===== config.mk =====
export PLATFORM = sky130hd
export DESIGN_NAME = ivu_irq_vector
export DESIGN_NICKNAME = d
export VERILOG_FILES = /design/src/rtl/ivu_pkg.sv /design/src/rtl/ivu_flag_bank.sv /design/src/rtl/ivu_vec_enc.sv /design/src/rtl/ivu_reg_port.sv /design/src/rtl/ivu_irq_vector.sv
export SDC_FILE = /design/constraint.sdc
export NUM_CORES = 1
export LEC_CHECK = 0
export BUFFER_PORTS_ARGS = -buffer_cell sky130_fd_sc_hd__buf_2
export CAP_MARGIN = 20
export CORE_UTILIZATION = 35
export CTS_BUF_LIST = sky130_fd_sc_hd__clkbuf_2
export DETAILED_ROUTE_END_ITERATION = 10
export PLACE_DENSITY_LB_ADDON = 0.15
export SYNTH_ARGS = -nofsm -noshare
export SYNTH_HDL_FRONTEND = slang
export SYNTH_SLANG_ARGS = --single-unit

===== constraint.sdc =====
create_clock -name clk -period 1.6 [get_ports clk]
set_input_delay 0.08 -clock clk [delete_from_list [all_inputs] [get_ports clk]]
set_output_delay 0.08 -clock clk [all_outputs]
set_load 0.01 [all_outputs]

===== src/rtl/ivu_pkg.sv =====
package ivu_pkg;

  // Register select codes seen on the host port
  typedef enum logic [1:0] {
    REG_FLAGS = 2'd0,
    REG_MASK  = 2'd1,
    REG_CODE  = 2'd2,
    REG_NONE  = 2'd3
  } reg_sel_e;

endpackage


===== src/rtl/ivu_flag_bank.sv =====
module ivu_flag_bank #(
  parameter int unsigned     DW       = 16,
  parameter logic [DW-1:0]   STICKY   = 16'h6F1F,
  parameter int unsigned     LIVE_BIT = 12
) (
  input  logic          clk,
  input  logic          rst,
  input  logic [DW-1:0] ev_i,
  input  logic          live_i,
  input  logic [DW-1:0] clr_i,
  output logic [DW-1:0] flags_d,
  output logic [DW-1:0] flags_q
);

  localparam logic [DW-1:0] LIVE_MASK = DW'(1) << LIVE_BIT;

  for (genvar i = 0; i < DW; i++) begin : g_bit
    if (i == LIVE_BIT) begin : g_live
      assign flags_d[i] = live_i;
    end else if (STICKY[i]) begin : g_sticky
      // a new event outranks any clear of the same bit
      assign flags_d[i] = ev_i[i] | (flags_q[i] & ~clr_i[i]);
    end else begin : g_zero
      assign flags_d[i] = 1'b0;
    end
  end

  // live bit keeps sampling during reset so it never lags the input
  always_ff @(posedge clk) begin
    if (rst) flags_q <= flags_d & LIVE_MASK;
    else     flags_q <= flags_d;
  end

  // a strobed sticky bit is set on the next edge
  a_r2_event_sets: assert property (@(posedge clk) disable iff (rst)
    |(ev_i & STICKY) |=> ((flags_q & $past(ev_i & STICKY)) == $past(ev_i & STICKY)));

  // a set sticky bit without a clear stays set
  a_r3_hold_unless_cleared: assert property (@(posedge clk) disable iff (rst)
    !rst |=> ((($past(flags_q) & ~$past(clr_i) & STICKY) & ~flags_q) == '0));

  // live bit mirrors the input one edge later
  a_r5_live_follow: assert property (@(posedge clk) disable iff (rst)
    !rst |=> (flags_q[LIVE_BIT] == $past(live_i)));

endmodule


===== src/rtl/ivu_vec_enc.sv =====
module ivu_vec_enc #(
  parameter int unsigned NEV = 5,
  parameter int unsigned CW  = $clog2(NEV + 1)
) (
  input  logic [NEV-1:0] pend_i,
  output logic [CW-1:0]  code_o,
  output logic [NEV-1:0] hit_o
);

  // lowest position wins: scan from the top so the last match is kept
  always_comb begin
    code_o = '0;
    hit_o  = '0;
    for (int i = NEV - 1; i >= 0; i--) begin
      if (pend_i[i]) begin
        code_o    = CW'(i + 1);
        hit_o     = '0;
        hit_o[i]  = 1'b1;
      end
    end
  end

endmodule


===== src/rtl/ivu_reg_port.sv =====
module ivu_reg_port
  import ivu_pkg::*;
#(
  parameter int unsigned   DW      = 16,
  parameter logic [DW-1:0] EN_MASK = 16'h601F,
  parameter int unsigned   CW      = 3
) (
  input  logic          clk,
  input  logic          rst,
  input  logic          rd_en_i,
  input  logic          wr_en_i,
  input  logic [1:0]    addr_i,
  input  logic [DW-1:0] wdata_i,
  input  logic [DW-1:0] flags_q_i,
  input  logic [CW-1:0] code_i,
  output logic [DW-1:0] mask_d,
  output logic [DW-1:0] mask_q,
  output logic [DW-1:0] w1c_o,
  output logic          code_rd_o,
  output logic [DW-1:0] rdata_o
);

  reg_sel_e sel;
  logic [DW-1:0] rd_mux;

  assign sel       = reg_sel_e'(addr_i);
  assign mask_d    = (wr_en_i && sel == REG_MASK) ? (wdata_i & EN_MASK) : mask_q;
  assign w1c_o     = (wr_en_i && sel == REG_FLAGS) ? wdata_i : '0;
  assign code_rd_o = rd_en_i && (sel == REG_CODE);

  always_comb begin
    unique case (sel)
      REG_FLAGS: rd_mux = flags_q_i;
      REG_MASK:  rd_mux = mask_q;
      REG_CODE:  rd_mux = DW'(code_i);
      default:   rd_mux = '0;
    endcase
  end

  always_ff @(posedge clk) begin
    if (rst) begin
      mask_q  <= '0;
      rdata_o <= '0;
    end else begin
      mask_q <= mask_d;
      if (rd_en_i) rdata_o <= rd_mux;
    end
  end

  // a mask read returns the mask held in the read cycle
  a_r11_mask_readback: assert property (@(posedge clk) disable iff (rst)
    (rd_en_i && addr_i == 2'd1) |=> (rdata_o == $past(mask_q)));

  // read data holds when no read is made
  a_r11_rdata_hold: assert property (@(posedge clk) disable iff (rst)
    (!rd_en_i && !rst) |=> $stable(rdata_o));

endmodule


===== src/rtl/ivu_irq_vector.sv =====
module ivu_irq_vector #(
  parameter int unsigned   DW       = 16,
  parameter logic [DW-1:0] STICKY   = 16'h6F1F,
  parameter logic [DW-1:0] EN_MASK  = 16'h601F,
  parameter int unsigned   BUSY_BIT = 12,
  parameter int unsigned   NVEC     = 5
) (
  input  logic          clk,
  input  logic          rst,
  input  logic [DW-1:0] ev_i,
  input  logic          bus_busy_i,
  input  logic          rd_en_i,
  input  logic          wr_en_i,
  input  logic [1:0]    addr_i,
  input  logic [DW-1:0] wdata_i,
  output logic [DW-1:0] rdata_o,
  output logic          irq_o
);

  localparam int unsigned CW = $clog2(NVEC + 1);

  logic [DW-1:0]   flags_d, flags_q;
  logic [DW-1:0]   mask_d, mask_q;
  logic [DW-1:0]   w1c, vec_clr, clr;
  logic [CW-1:0]   code;
  logic [NVEC-1:0] hit;
  logic            code_rd;

  assign vec_clr = code_rd ? DW'(hit) : '0;
  assign clr     = w1c | vec_clr;

  ivu_flag_bank #(.DW(DW), .STICKY(STICKY), .LIVE_BIT(BUSY_BIT)) u_bank (
    .clk     (clk),
    .rst     (rst),
    .ev_i    (ev_i),
    .live_i  (bus_busy_i),
    .clr_i   (clr),
    .flags_d (flags_d),
    .flags_q (flags_q)
  );

  ivu_vec_enc #(.NEV(NVEC), .CW(CW)) u_enc (
    .pend_i (flags_q[NVEC-1:0]),
    .code_o (code),
    .hit_o  (hit)
  );

  ivu_reg_port #(.DW(DW), .EN_MASK(EN_MASK), .CW(CW)) u_port (
    .clk       (clk),
    .rst       (rst),
    .rd_en_i   (rd_en_i),
    .wr_en_i   (wr_en_i),
    .addr_i    (addr_i),
    .wdata_i   (wdata_i),
    .flags_q_i (flags_q),
    .code_i    (code),
    .mask_d    (mask_d),
    .mask_q    (mask_q),
    .w1c_o     (w1c),
    .code_rd_o (code_rd),
    .rdata_o   (rdata_o)
  );

  // interrupt registered from next-state so it lines up with the flags
  always_ff @(posedge clk) begin
    if (rst) irq_o <= 1'b0;
    else     irq_o <= |(flags_d & mask_d);
  end

  // interrupt matches the held flags and mask
  a_r8_irq_match: assert property (@(posedge clk) disable iff (rst)
    irq_o == |(flags_q & mask_q));

  // the code read selects at most one flag to clear
  a_r10_single_clear: assert property (@(posedge clk) disable iff (rst)
    $onehot0(vec_clr));

  // the reported flag is gone unless an event refilled it
  a_r10_reported_cleared: assert property (@(posedge clk) disable iff (rst)
    code_rd |=> ((flags_q & $past(vec_clr) & ~$past(ev_i)) == '0));

  // no pending core event reads as code zero
  a_r9_idle_code: assert property (@(posedge clk) disable iff (rst)
    (code_rd && flags_q[NVEC-1:0] == '0) |=> (rdata_o == '0));

endmodule


# == Word-level counts from Yosys, hierarchy flattened ==
# Index checks and enable logic that the tools add are counted.
# totals
wordCells,61
regBits,49
in_bits,39
latch_bits,0
n_memories,0
rom_bits,0
mem_bits_rw,0
out_inout_bits,17
# classes
n_lt_le_gt_ge,0
shift,0
reduce_logical,5
n_eq_ne,2
mux,14
bitwise,35
n_div,0
mul,0
n_addsub,0
# ops
cell,count
$pmux W16 S3,1
$mux W5,6
$and A15 B16 Y16,1
$mux W16,1
$reduce_or A16 Y1,1
$mux W15,1
$mux W3,5
$or A15 B5 Y15,1
$and A1 B1 Y1,11
$not A1 Y1,11
$or A1 B1 Y1,11
$logic_and A1 B1 Y1,3
$eq A2 B1 Y1 const B,1
$eq A2 B2 Y1 const B,1
$logic_not A2 Y1,1

# == Longest topological paths before layout ==
# logic_depth
depth_word,12
depth_mapped,7
depth_no_buf,5

# == Modules after synthesis ==
# From an unflattened synthesis, not the netlist that was laid out.
# hier_totals
hier_cells,245
area_unflattened_um2,2289.7
# modules_own_cells
module,area_each_um2,instances,cells_each
ivu_reg_port,1421.4,1,150
ivu_flag_bank,649.4,1,67
ivu_irq_vector,143.9,1,16
ivu_vec_enc,75.1,1,12

# == Least setup slack after synthesis ==
# Ideal clock, no wire load.
# synth_timing
path_kind,reg2reg
from,register u_bank.flags_q[1]
to,register irq_o
synth_period_minus_slack_ps,1445
setup_time_ps,138
path_slack_ps,155
arrival_ps,1307
path_stages_with_launch,6
n_path_buf,0
t_required_ps,1462
path_cell_list,dfxtp_1 -> nor4_4 -> a221oi_2 -> o21a_1 -> o41ai_1 -> a41oi_1
# synth_between
elab_chain_len,9
elab_cells_between_ends,21
classes_between,3 x mux; 17 x bitwise; 1 x reduce/logical
# synth_rtl
element,line,source
"start, declared",ivu_flag_bank.sv:12,output logic [DW-1:0] flags_q
"start signal, assigned",ivu_flag_bank.sv:30,if (rst) flags_q <= flags_d & LIVE_MASK;
"start signal, assigned",ivu_flag_bank.sv:31,else flags_q <= flags_d;
$mux W5 (2 in series),ivu_vec_enc.sv:15,if (pend_i[i]) begin
$mux W5,ivu_irq_vector.sv:29,assign vec_clr = code_rd ? DW'(hit) : '0;
$or A15 B5 Y15,ivu_irq_vector.sv:30,assign clr = w1c | vec_clr;
$not A1 Y1,ivu_flag_bank.sv:22,assign flags_d[i] = ev_i[i] | (flags_q[i] & ~clr_i[i]);
$and A1 B1 Y1,ivu_flag_bank.sv:22,
$or A1 B1 Y1,ivu_flag_bank.sv:22,
$and A15 B16 Y16 *,ivu_irq_vector.sv:67,else irq_o <= |(flags_d & mask_d);
$reduce_or A16 Y1 *,ivu_irq_vector.sv:67,
"end signal, assigned",ivu_irq_vector.sv:67,
"end, declared",ivu_irq_vector.sv:17,output logic irq_o
# Every way passes the cells marked *; elsewhere a longest branch is shown, timed or not.
# A chain may end at the register's enable or synchronous reset.

# == Worst setup path in the final report ==
# Same ends and word-level chain as after synthesis.

==> results.sh <==
export IMPL_period_share=0.948
export IMPL_syn_area_mm2=0.00176
export IMPL_fmax_ghz=0.660
export IMPL_muxShareOfSynthArea=0.0861
export IMPL_synthXorXnorAreaFrac=0
export IMPL_cp_start_kind="register"
export IMPL_start_util=0.368
export IMPL_overflow=0
export IMPL_yosysWarnings=0
export IMPL_grt_first_pass_wirelength_um=7160
export IMPL_placed_area_mm2=0.00211
export IMPL_cts_path_max_buffers=2
export IMPL_clock_sinks=37
export IMPL_synth_simple_area_share=0.247
export IMPL_post_drt_wl_per_cell_um=13.2
export IMPL_coreArea_mm2=0.00479
export IMPL_path_clk_slew_ps=230
export IMPL_fin_area_mm2=0.00237
export IMPL_insertion_delay_ps=420
export IMPL_cp_required_ps=1930
export IMPL_postRouteAntennaNets=0
export IMPL_powerDensity_mw_per_mm2=768
export IMPL_syn_inst=200
export IMPL_path_cells="nor4_4 -> a221oi_2 -> o21a_1 -> o41ai_2 -> a41oi_1"
export IMPL_synth_top_family_by_area="simple AND/OR/NAND/NOR gates"
export IMPL_io_pins=56
export IMPL_grt_max_degree=30
export IMPL_drtIter0Drc=85
export IMPL_critPathMaxStageDelay_ps=390
export IMPL_syn2layout_area_growth_pct=34.5
export IMPL_min_period_ps=1520
export IMPL_hold_viol=0
export IMPL_synth_adder_area_share=0
export IMPL_path_max_fanout=2
export IMPL_ys_seq_area_frac=0.421
export IMPL_worst_pin_slew_ps=612
export IMPL_drc=0
export IMPL_cts_tree="yes"
export IMPL_final_common_cell="buf_2"
export IMPL_hpwl_um=3260
export IMPL_die_area_mm2=0.00531
export IMPL_maxSlewViolCount=0
export IMPL_crit_type="register to register"
export IMPL_place_port_buffers=41
export IMPL_fin_nets=313
export IMPL_vias=1594
export IMPL_maxCapViolations=0
export IMPL_diodes=0
export IMPL_vias_per_cell=4.66
export IMPL_post_cts_buffers=0
export IMPL_vdd_drop_max_v=0.000439
export IMPL_routabilityCongestion=0.794
export IMPL_setup_ws_ps=83.8
export IMPL_status="completed"
export IMPL_cts_buffers=5
export IMPL_seq_power_share=0.544
export IMPL_swShare=0.307
export IMPL_crit_path_end_kind="register"
export IMPL_comb_power_share=0.187
export IMPL_grt_usage=0.183
export IMPL_dp_slack_ps=-24.7
export IMPL_fin_skew_ps=14.0
export IMPL_rows=25
export IMPL_fp_dieH_um=72.9
export IMPL_setup_viol=0
export IMPL_ys_seq_elements=37
export IMPL_slew_headroom=0.591
export IMPL_synth_compound_area_frac=0.192
export IMPL_cts_root_buf="clkbuf_2"
export IMPL_first_global_vias=1534
export IMPL_routed_wl_um=4500
export IMPL_ys_types=43
export IMPL_firstDrtPassIters=4
export IMPL_intPower_uw=1260
export IMPL_rsz0062_at_grt="true"
export IMPL_die_x_um=72.9
export IMPL_avgSynthCellArea_um2=8.80
export IMPL_final_cell_mix="buf_2, dfxtp_1, nor2_1, a21oi_1, dlygate4sd3_1"
export IMPL_hp_class="input pin to register"
export IMPL_leakage_uw=0.00105
export IMPL_antenna_found_initial=0
export IMPL_cp_slowest_cell="dfxtp_2"
export IMPL_h_tree_depth=2
export IMPL_power_share_clock=0.269
export IMPL_drive_gt1_frac=0.316
export IMPL_p_switching_uw=557
export IMPL_worstPathArrival_ps=1850
[power groups by stage]
stage	clock network (µW)	logic, µW	registers, µW
finish	488	340	989
detailed placement	0	299	1010
global placement	0	301	1010
global route	552	374	997
floorplan	0	171	1010
CTS	508	341	990
[sequential cells by signal (all words and copies together), names as in the netlist]
| name | count |
|---|---|
| u_bank.flags_q | 12 |
| u_port.mask_q | 12 |
| u_port.rdata_o | 12 |
| irq_o | 1 |
[layer usage]
metal / vias up / GRT usage / share of wire
met3: 8 / 0.0387 / 0.046
met5: - / 0 / 0
li1: 840 / - / -
met1: 704 / 0.259 / 0.52
met2: 42 / 0.274 / 0.42
met4: 0 / 0.0654 / 0.014
[path summary, 6_finish.rpt]
| kind | start | to | slack [ps] | cells after the start |
|---|---|---|---|---|
| worst max-delay path | u_bank.flags_q[1]$_SDFF_PP0_ | irq_o$_SDFF_PP0_ | 80 | 5 |
| worst min-delay path | ev_i[14] | u_bank.flags_q[14]$_SDFF_PP0_ | 40 | 4 |
| worst max register to register | u_bank.flags_q[1]$_SDFF_PP0_ | irq_o$_SDFF_PP0_ | 80 | 5 |
| worst min register to register | u_port.rdata_o[1]$_SDFFE_PP0P_ | u_port.rdata_o[1]$_SDFFE_PP0P_ | 490 | 2 |
[cell type report]
class,count,area [µm²]
fill,478,2420
multi-input combinational,150,946
sequential,37,742
timing repair buffer,79,541
tap,67,83.8
clock buffer,5,25.0
clock inverter,3,25.0
inverter,1,3.75
[what timing repair did]
action                     in CTS  in global routing
hold buffers                   20                  0
gates resized for setup         1                  1
pin swaps                       0                  1
hold endpoints to repair       18                  0
setup endpoints to repair       1                  1
[logic make-up after synthesis]
kind of cell	count (synthesis)
AOI/OAI and AO/OA	52
and+or+nand+nor	80
DFF	37
other	1
muxes	14
buffers and inverters	16
[cells in the mapped netlist]
library cell  number  area share
conb_1             1      0.0021
nor3_1             1      0.0028
nor2b_2            1      0.0050
or2_2              2      0.0071
o41ai_1            1      0.0050
clkbuf_1           5       0.011
buf_4              5       0.021
a311oi_1           1      0.0050
buf_2              4       0.011
nor2b_1           13       0.046
inv_1              1      0.0021
a31o_1             1      0.0050
nand2_2            1      0.0036
nand3b_1           2      0.0085
dfxtp_1           37        0.42
a221oi_2           2       0.017
o2bb2ai_1          2       0.010
nor2_1            28       0.060
a22oi_1            1      0.0043
and3b_1            3       0.015
nand3_1            1      0.0028
and2b_1            2      0.0085
mux2i_1            5       0.028
o32a_1             1      0.0057
nor3b_1            1      0.0043
o221a_2            1      0.0064
nor4_4             1       0.012
mux2_2             9       0.058
o311a_1            1      0.0057
a21oi_1           24       0.068
and2_1             7       0.025
a41oi_1            1      0.0050
nand2_1           15       0.032
and3_1             1      0.0036
a31oi_1            1      0.0036
a211oi_1           2      0.0085
o21ai_0            8       0.023
o21a_1             1      0.0043
o21bai_1           1      0.0043
o22ai_1            2      0.0071
nor3b_4            1       0.011
o31ai_1            1      0.0043
buf_6              1      0.0064
[worst max-delay path: cells and delay by family, from the launching register on]
| kind | cells | cell delay, ps |
|---|---|---|
| AOI/OAI and AO/OA | 4 | 710 |
| and+or+nand+nor | 1 | 320 |
| DFF | 1 | 390 |
[metrics by stage]
stage	hold WS, ps	instances	total power [µW]	TNS [ps]	util
after floorplan	108	203	1180	0	-
after global placement	203	314	1310	-38.9	0.440
after detailed placement	199	314	1310	-24.7	0.440
after CTS	21.0	342	1840	0	0.494
after global routing	29.2	342	1920	-21.5	0.494
final	39.1	342	1820	0	0.494
Note: power is estimated with default switching activity, not from simulation.
